`config.mk`:
```
export PLATFORM = sky130hd
export DESIGN_NAME = irq_arb_top
export DESIGN_NICKNAME = d
export VERILOG_FILES = /design/src/rtl/irq_arb_pkg.sv /design/src/rtl/irq_src_merge.sv /design/src/rtl/irq_level_map.sv /design/src/rtl/irq_pick.sv /design/src/rtl/irq_level_stack.sv /design/src/rtl/irq_arb_top.sv
export SDC_FILE = /design/constraint.sdc
export NUM_CORES = 1
export LEC_CHECK = 0
export ABC_AREA = 1
export BUFFER_PORTS_ARGS = -buffer_cell sky130_fd_sc_hd__buf_2
export CAP_MARGIN = 40
export CORE_UTILIZATION = 52
export DETAILED_ROUTE_END_ITERATION = 7
export PLACE_DENSITY = 0.81
export SYNTH_ARGS = -nofsm -noshare
export SYNTH_HDL_FRONTEND = slang
export SYNTH_SLANG_ARGS = --single-unit
```
`constraint.sdc`:
```
create_clock -name clk -period 14.55 [get_ports clk]
set_clock_uncertainty 0.05 [all_clocks]
set_input_delay 0.7275 -clock clk [delete_from_list [all_inputs] [get_ports clk]]
set_output_delay 0.7275 -clock clk [all_outputs]
set_load 0.1 [all_outputs]
```
`src/rtl/irq_arb_pkg.sv`:
```
package irq_arb_pkg;
  typedef logic [1:0] lvl_t;
  localparam lvl_t LVL_IDLE = 2'd0;
  localparam lvl_t LVL_LO   = 2'd1;
  localparam lvl_t LVL_HI   = 2'd2;
  localparam lvl_t LVL_TOP  = 2'd3;
endpackage

```
`src/rtl/irq_src_merge.sv`:
```
module irq_src_merge #(
  parameter int NSRC   = 16,
  parameter int NVEC   = 10,
  parameter int VIDX_W = 4,
  parameter logic [NSRC*VIDX_W-1:0] SRC_MAP = '0
) (
  input  logic [NSRC-1:0] flag,
  input  logic [NSRC-1:0] en,
  output logic [NVEC-1:0] vreq
);
  // Each slot ORs the enabled flags whose map entry names it
  for (genvar v = 0; v < NVEC; v++) begin : g_vec
    logic [NSRC-1:0] hit;
    for (genvar s = 0; s < NSRC; s++) begin : g_src
      assign hit[s] = (SRC_MAP[s*VIDX_W +: VIDX_W] == VIDX_W'(v)) && flag[s] && en[s];
    end
    assign vreq[v] = |hit;
  end
endmodule

```
`src/rtl/irq_level_map.sv`:
```
module irq_level_map
  import irq_arb_pkg::*;
#(
  parameter int NVEC     = 10,
  parameter int TOP_VECS = 2
) (
  input  logic [NVEC-1:0]      sel,
  output logic [NVEC-1:0][1:0] vlvl
);
  // One select bit per slot; the slot position fixes which pair is legal
  for (genvar v = 0; v < NVEC; v++) begin : g_lvl
    if (v < TOP_VECS) begin : g_top
      assign vlvl[v] = sel[v] ? LVL_TOP : LVL_LO;
    end else begin : g_hi
      assign vlvl[v] = sel[v] ? LVL_HI : LVL_LO;
    end
  end
endmodule

```
`src/rtl/irq_pick.sv`:
```
module irq_pick
  import irq_arb_pkg::*;
#(
  parameter int NVEC       = 10,
  parameter int ADDR_W     = 8,
  parameter int VEC_BASE   = 3,
  parameter int VEC_STRIDE = 8
) (
  input  logic [NVEC-1:0]      vreq,
  input  logic [NVEC-1:0][1:0] vlvl,
  input  lvl_t                 cur,
  output logic                 valid,
  output logic [ADDR_W-1:0]    addr,
  output lvl_t                 lvl
);
  // Ascending scan with strict compare: higher level replaces, equal keeps lower index
  always_comb begin
    valid = 1'b0;
    lvl   = LVL_IDLE;
    addr  = '0;
    for (int v = 0; v < NVEC; v++) begin
      if (vreq[v] && (vlvl[v] > cur) && (vlvl[v] > lvl)) begin
        valid = 1'b1;
        lvl   = vlvl[v];
        addr  = ADDR_W'(VEC_BASE + v * VEC_STRIDE);
      end
    end
  end
endmodule

```
`src/rtl/irq_level_stack.sv`:
```
module irq_level_stack
  import irq_arb_pkg::*;
#(
  parameter int DEPTH = 3
) (
  input  logic clk,
  input  logic rst_n,
  input  logic push,
  input  logic pop,
  input  lvl_t push_lvl,
  output lvl_t top_lvl
);
  localparam int SPW = $clog2(DEPTH + 1);
  localparam logic [SPW-1:0] SP_MAX = SPW'(DEPTH);

  lvl_t           stk [DEPTH];
  logic [SPW-1:0] sp;
  logic           nonempty;

  assign nonempty = (sp != '0);
  assign top_lvl  = nonempty ? stk[sp - 1'b1] : LVL_IDLE;

  always_ff @(posedge clk or negedge rst_n) begin
    if (!rst_n) begin
      sp <= '0;
      for (int i = 0; i < DEPTH; i++) stk[i] <= LVL_IDLE;
    end else if (push && pop && nonempty) begin
      stk[sp - 1'b1] <= push_lvl;
    end else if (push && (sp != SP_MAX)) begin
      stk[sp] <= push_lvl;
      sp      <= sp + 1'b1;
    end else if (pop && nonempty) begin
      sp <= sp - 1'b1;
    end
  end

  AST_NO_OVERFLOW: assert property (@(posedge clk) disable iff (!rst_n)
    (push && !(pop && nonempty)) |-> (sp != SP_MAX));
  AST_IDLE_RETURN: assert property (@(posedge clk) disable iff (!rst_n)
    (pop && !push && !nonempty) |=> (sp == '0));
endmodule

```
`src/rtl/irq_arb_top.sv`:
```
module irq_arb_top
  import irq_arb_pkg::*;
#(
  parameter int NSRC       = 16,
  parameter int NVEC       = 10,
  parameter int TOP_VECS   = 2,
  parameter int ADDR_W     = 8,
  parameter int VEC_BASE   = 3,
  parameter int VEC_STRIDE = 8,
  parameter int STK_DEPTH  = 3,
  parameter logic [NSRC*$clog2(NVEC)-1:0] SRC_MAP = 64'h8887_6554_4332_2210
) (
  input  logic              clk,
  input  logic              rst_n,
  input  logic [NSRC-1:0]   src_flag,
  input  logic [NSRC-1:0]   src_en,
  input  logic [NVEC-1:0]   lvl_sel,
  input  logic              ack,
  input  logic              reti,
  output logic              irq_req,
  output logic [ADDR_W-1:0] irq_vec_addr,
  output logic [1:0]        irq_level,
  output logic [1:0]        cur_level
);
  localparam int VIDX_W = $clog2(NVEC);

  logic [NVEC-1:0]      vreq;
  logic [NVEC-1:0][1:0] vlvl;
  logic                 pick_valid;
  logic [ADDR_W-1:0]    pick_addr;
  lvl_t                 pick_lvl;
  lvl_t                 top_lvl;
  logic                 req_q;
  logic [ADDR_W-1:0]    addr_q;
  lvl_t                 lvl_q;
  logic                 ack_ok;

  irq_src_merge #(.NSRC(NSRC), .NVEC(NVEC), .VIDX_W(VIDX_W), .SRC_MAP(SRC_MAP)) u_merge (
    .flag (src_flag),
    .en   (src_en),
    .vreq (vreq)
  );

  irq_level_map #(.NVEC(NVEC), .TOP_VECS(TOP_VECS)) u_lmap (
    .sel  (lvl_sel),
    .vlvl (vlvl)
  );

  irq_pick #(.NVEC(NVEC), .ADDR_W(ADDR_W), .VEC_BASE(VEC_BASE), .VEC_STRIDE(VEC_STRIDE)) u_pick (
    .vreq  (vreq),
    .vlvl  (vlvl),
    .cur   (top_lvl),
    .valid (pick_valid),
    .addr  (pick_addr),
    .lvl   (pick_lvl)
  );

  assign ack_ok = ack && req_q;

  irq_level_stack #(.DEPTH(STK_DEPTH)) u_stack (
    .clk      (clk),
    .rst_n    (rst_n),
    .push     (ack_ok),
    .pop      (reti),
    .push_lvl (lvl_q),
    .top_lvl  (top_lvl)
  );

  // Registered presentation; an accepted request is withdrawn for one cycle
  always_ff @(posedge clk or negedge rst_n) begin
    if (!rst_n) begin
      req_q  <= 1'b0;
      addr_q <= '0;
      lvl_q  <= LVL_IDLE;
    end else begin
      req_q  <= pick_valid && !ack_ok;
      addr_q <= pick_addr;
      lvl_q  <= pick_lvl;
    end
  end

  assign irq_req      = req_q;
  assign irq_vec_addr = addr_q;
  assign irq_level    = lvl_q;
  assign cur_level    = top_lvl;

  AST_ACK_DROPS_REQ: assert property (@(posedge clk) disable iff (!rst_n)
    ack_ok |=> !irq_req);
  AST_ACK_SETS_LEVEL: assert property (@(posedge clk) disable iff (!rst_n)
    (ack_ok && !reti) |=> (cur_level == $past(irq_level)));
  AST_REQ_ABOVE_CUR: assert property (@(posedge clk) disable iff (!rst_n)
    irq_req |-> (irq_level > cur_level));
  AST_ADDR_ON_GRID: assert property (@(posedge clk) disable iff (!rst_n)
    irq_req |-> (((int'(irq_vec_addr) - VEC_BASE) % VEC_STRIDE) == 0));
  AST_QUIET_LEVEL: assert property (@(posedge clk) disable iff (!rst_n)
    (!ack_ok && !reti) |=> $stable(cur_level));
endmodule

```
==> results.md <==
* Placer congestion estimate at 0.917
* Instance count of the mapped netlist at 251
* Total Neg Setup Slack at 0 ps
* Share of the synthesized area in the top cell type at 21.4%
* Worst-margin pin slew at 642 ps
* Synth area leader: dfrtp_1
* Critical path's most frequent cell: nand2_1
* Post-synthesis simple-gate area fraction at 31.9%
* Yosys synthesis warning count at 0
* Number of cells traversed by the worst register-to-register path at 77
* Share of the clock period used by the worst path at 83.5%
* Cell types with the largest area share after synthesis: dfrtp_1 21%, ha_1 21%, nand2_1 9.2%
* Overall via count from detail_route at 1745
* Count of pins over their slew limit at 0
* Relative slew margins at 56.8%
* GRT Util Overall at 18.8%
* Clk root buf: clkbuf_4
* Clock tree from TritonCTS: done
* Total CTS buffers at 3
* Synthesized cell area at 0.00187 mm²
* Flip-flop and latch count after synthesis at 16
* Post-synthesis compound-gate area fraction at 13.7%
* I/O pin total at 59
* Layout-stage area growth over the synthesis result at 19.1%
* Sequential-to-total area share from yosys stat at 21.4%
* Count of buffers from port buffering at 55
* Placement-stage cell area at 0.00219 mm²
* Post-layout util at 65.8%
* Worst-skew pair later-pin latency at 290 ps
* Core Area at 0.00339 mm²
* Required arrival time at the worst endpoint at 14740 ps
* GRT Residual Overflow at 0
* Post-detailed-route count of antenna-violating nets at 0
* First-pass GRT wire length at 5.46 mm
* Max-cap violation count at 0
* Non-Filler Cell Area, Final at 0.00223 mm²
* Count of instances resized after the clock tree is built at 0
* Ant. Diodes at 0
* Maximum number of pins on one net before global-route repair at 17
* Slowest cell on crit path: nor4_2
* Violation count after the first detailed-route iteration at 71
* Total Die Area at 0.00385 mm²
* Largest driver fanout on the critical path at 9
* CTS H-tree depth at 1
* Commonest non-fill, non-tap cell in the layout: buf_2
* Number of remaining DRC errors at 0
* Arrival time of the worst setup path at 12330 ps
* Vias in the first global route at 1413
* Mean instance size in the synthesized netlist at 7.46 µm²
* Worst reg2reg path endpoint: irq_level[0]
* Crit Path Class: flip-flop to flip-flop
* Final wirelength at 3.48 mm
* Class of the worst hold path: input port to asynchronous set/reset pin
* Horizontal extent of the die at 62.0 µm
* Number of failing setup endpoints in the final timing report at 0
* Hold buffers post-CTS at 0
* Number of buffers on the longest clock path at 2
* Number of fill cells at 300
* Number of antenna violations at the first check in global routing at 0
* Post-detailed-placement half-perimeter wirelength at 2.98 mm
* Run status: finished clean
* Cell Count Post-Placement at 351
* Fin. Hold Viols at 0
* CP peak stage delay at 610 ps
* CTS sink cnt at 16
* Final Critical Period at 12140 ps
* Routed len/inst at 9.80 µm
* Row cnt at 21
* Finished Layout Cells at 355
* Setup slack of the most critical reg-to-reg path at 2410 ps
* Initial standard-cell utilization of the core at 55.3%
* Main combinational cell family by area after synthesis: simple AND/OR/NAND/NOR gates
* Post-synthesis adder-cell area fraction at 20.7%
* Post-synthesis mux area share at 1.80%
* Net count reported at finish at 387
* First-pass DRT Iterations at 4
* Worst R2R Start: u_stack.sp[0]
* Vias/cell at 4.92
* Element type at the critical path start: flip-flop
* Ratio of cells with drive above 1 in the final layout at 31.4%
* Setup repair after global routing missed its margin: no
* Highest attainable clock frequency at 0.0824 GHz
* Distinct cell type count of the synthesized netlist at 38
* Post-CTS setup buffer count at 0
* Post-Synth XOR/XNOR Area at 0.468%
* Endpoint type of the worst setup path: flip-flop
* Height of the die at 62.0 µm
* Commonest cells after routing, fill and taps aside: 55 x buf_2, 46 x nand2_1, 39 x inv_1
* Post-CTS clock slew at the launch and capture registers of the worst setup and hold paths at 90 ps
flip-flops by register name, indices dropped and copies added (netlist names):
register      flops
irq_level         2
irq_req           1
irq_vec_addr      5
u_stack.sp        2
u_stack.stk       6
synthesized netlist by cell type, drive strengths merged:
cell type,count
inv,43
dfrtp,16
a211oi,1
nand3b,1
o21a,1
a22o,4
o31ai,1
buf,3
o211ai,1
xor2,1
o221ai,1
or2,2
nor2,19
o211a,1
nor4,2
o2111ai,1
nand4,3
a31oi,2
a22oi,1
o22ai,1
conb,1
o21ai,9
ha,31
nor3,5
a21oi,15
mux2,3
o221a,1
nand2,59
nand3,22
cell type report:
cell class | instances | area [µm²] | share of cell area, %
Multi-Input combinational cell | 190 | 1290 | 57.9
Sequential cell | 16 | 400 | 17.9
Timing Repair Buffer | 56 | 283 | 12.7
Inverter | 43 | 161 | 7.24
Tap cell | 46 | 57.6 | 2.58
Clock buffer | 4 | 36.3 | 1.63
critical path, delay by kind of cell (launching register included):
kind,cells,cell delay [ps]
compound gates,12,1840
simple gates,40,5300
fa+ha+maj,10,2940
buf+inv,15,1440
flops,1,510
worst max-delay path by stage:
stage,to,startpoint
after global routing,irq_level[0],u_stack.sp[0]
after floorplan,irq_level[0],u_stack.sp[0]
after global placement,irq_level[0],u_stack.sp[0]
after detailed placement,irq_level[0],u_stack.sp[0]
final,irq_level[0],u_stack.sp[0]
after CTS,irq_level[0],u_stack.sp[0]
kinds of logic (layout without fill, tap and decap cells):
group	Yosys count	in the layout
compound gates	40	40
xor+xnor	1	1
buf+inv	46	103
mux	3	3
flops	16	16
other cells	1	2
fa+ha+maj	31	31
simple gates	113	113
stage by stage:
step           setup WS [ps]  hold slack, ps
2_1_floorplan           1940             382
3_3_place_gp            2520             440
3_5_place_dp            2400             452
4_1_cts                 2330             282
5_1_grt                 1240             307
6_report                2410             270
routing by layer:
layer | wire (µm) | track usage [%] | share of wire [%]
met1 | 1620 | 23.4 | 47
met2 | 1690 | 33.7 | 48
met3 | 106 | 1.24 | 3.0
met4 | 67 | 7.30 | 1.9
met5 | 0 | 0 | 0
Power is left out: the tool's default activity adds up to more than one toggle a clock period on the data nets, which glitch-free logic cannot reach.
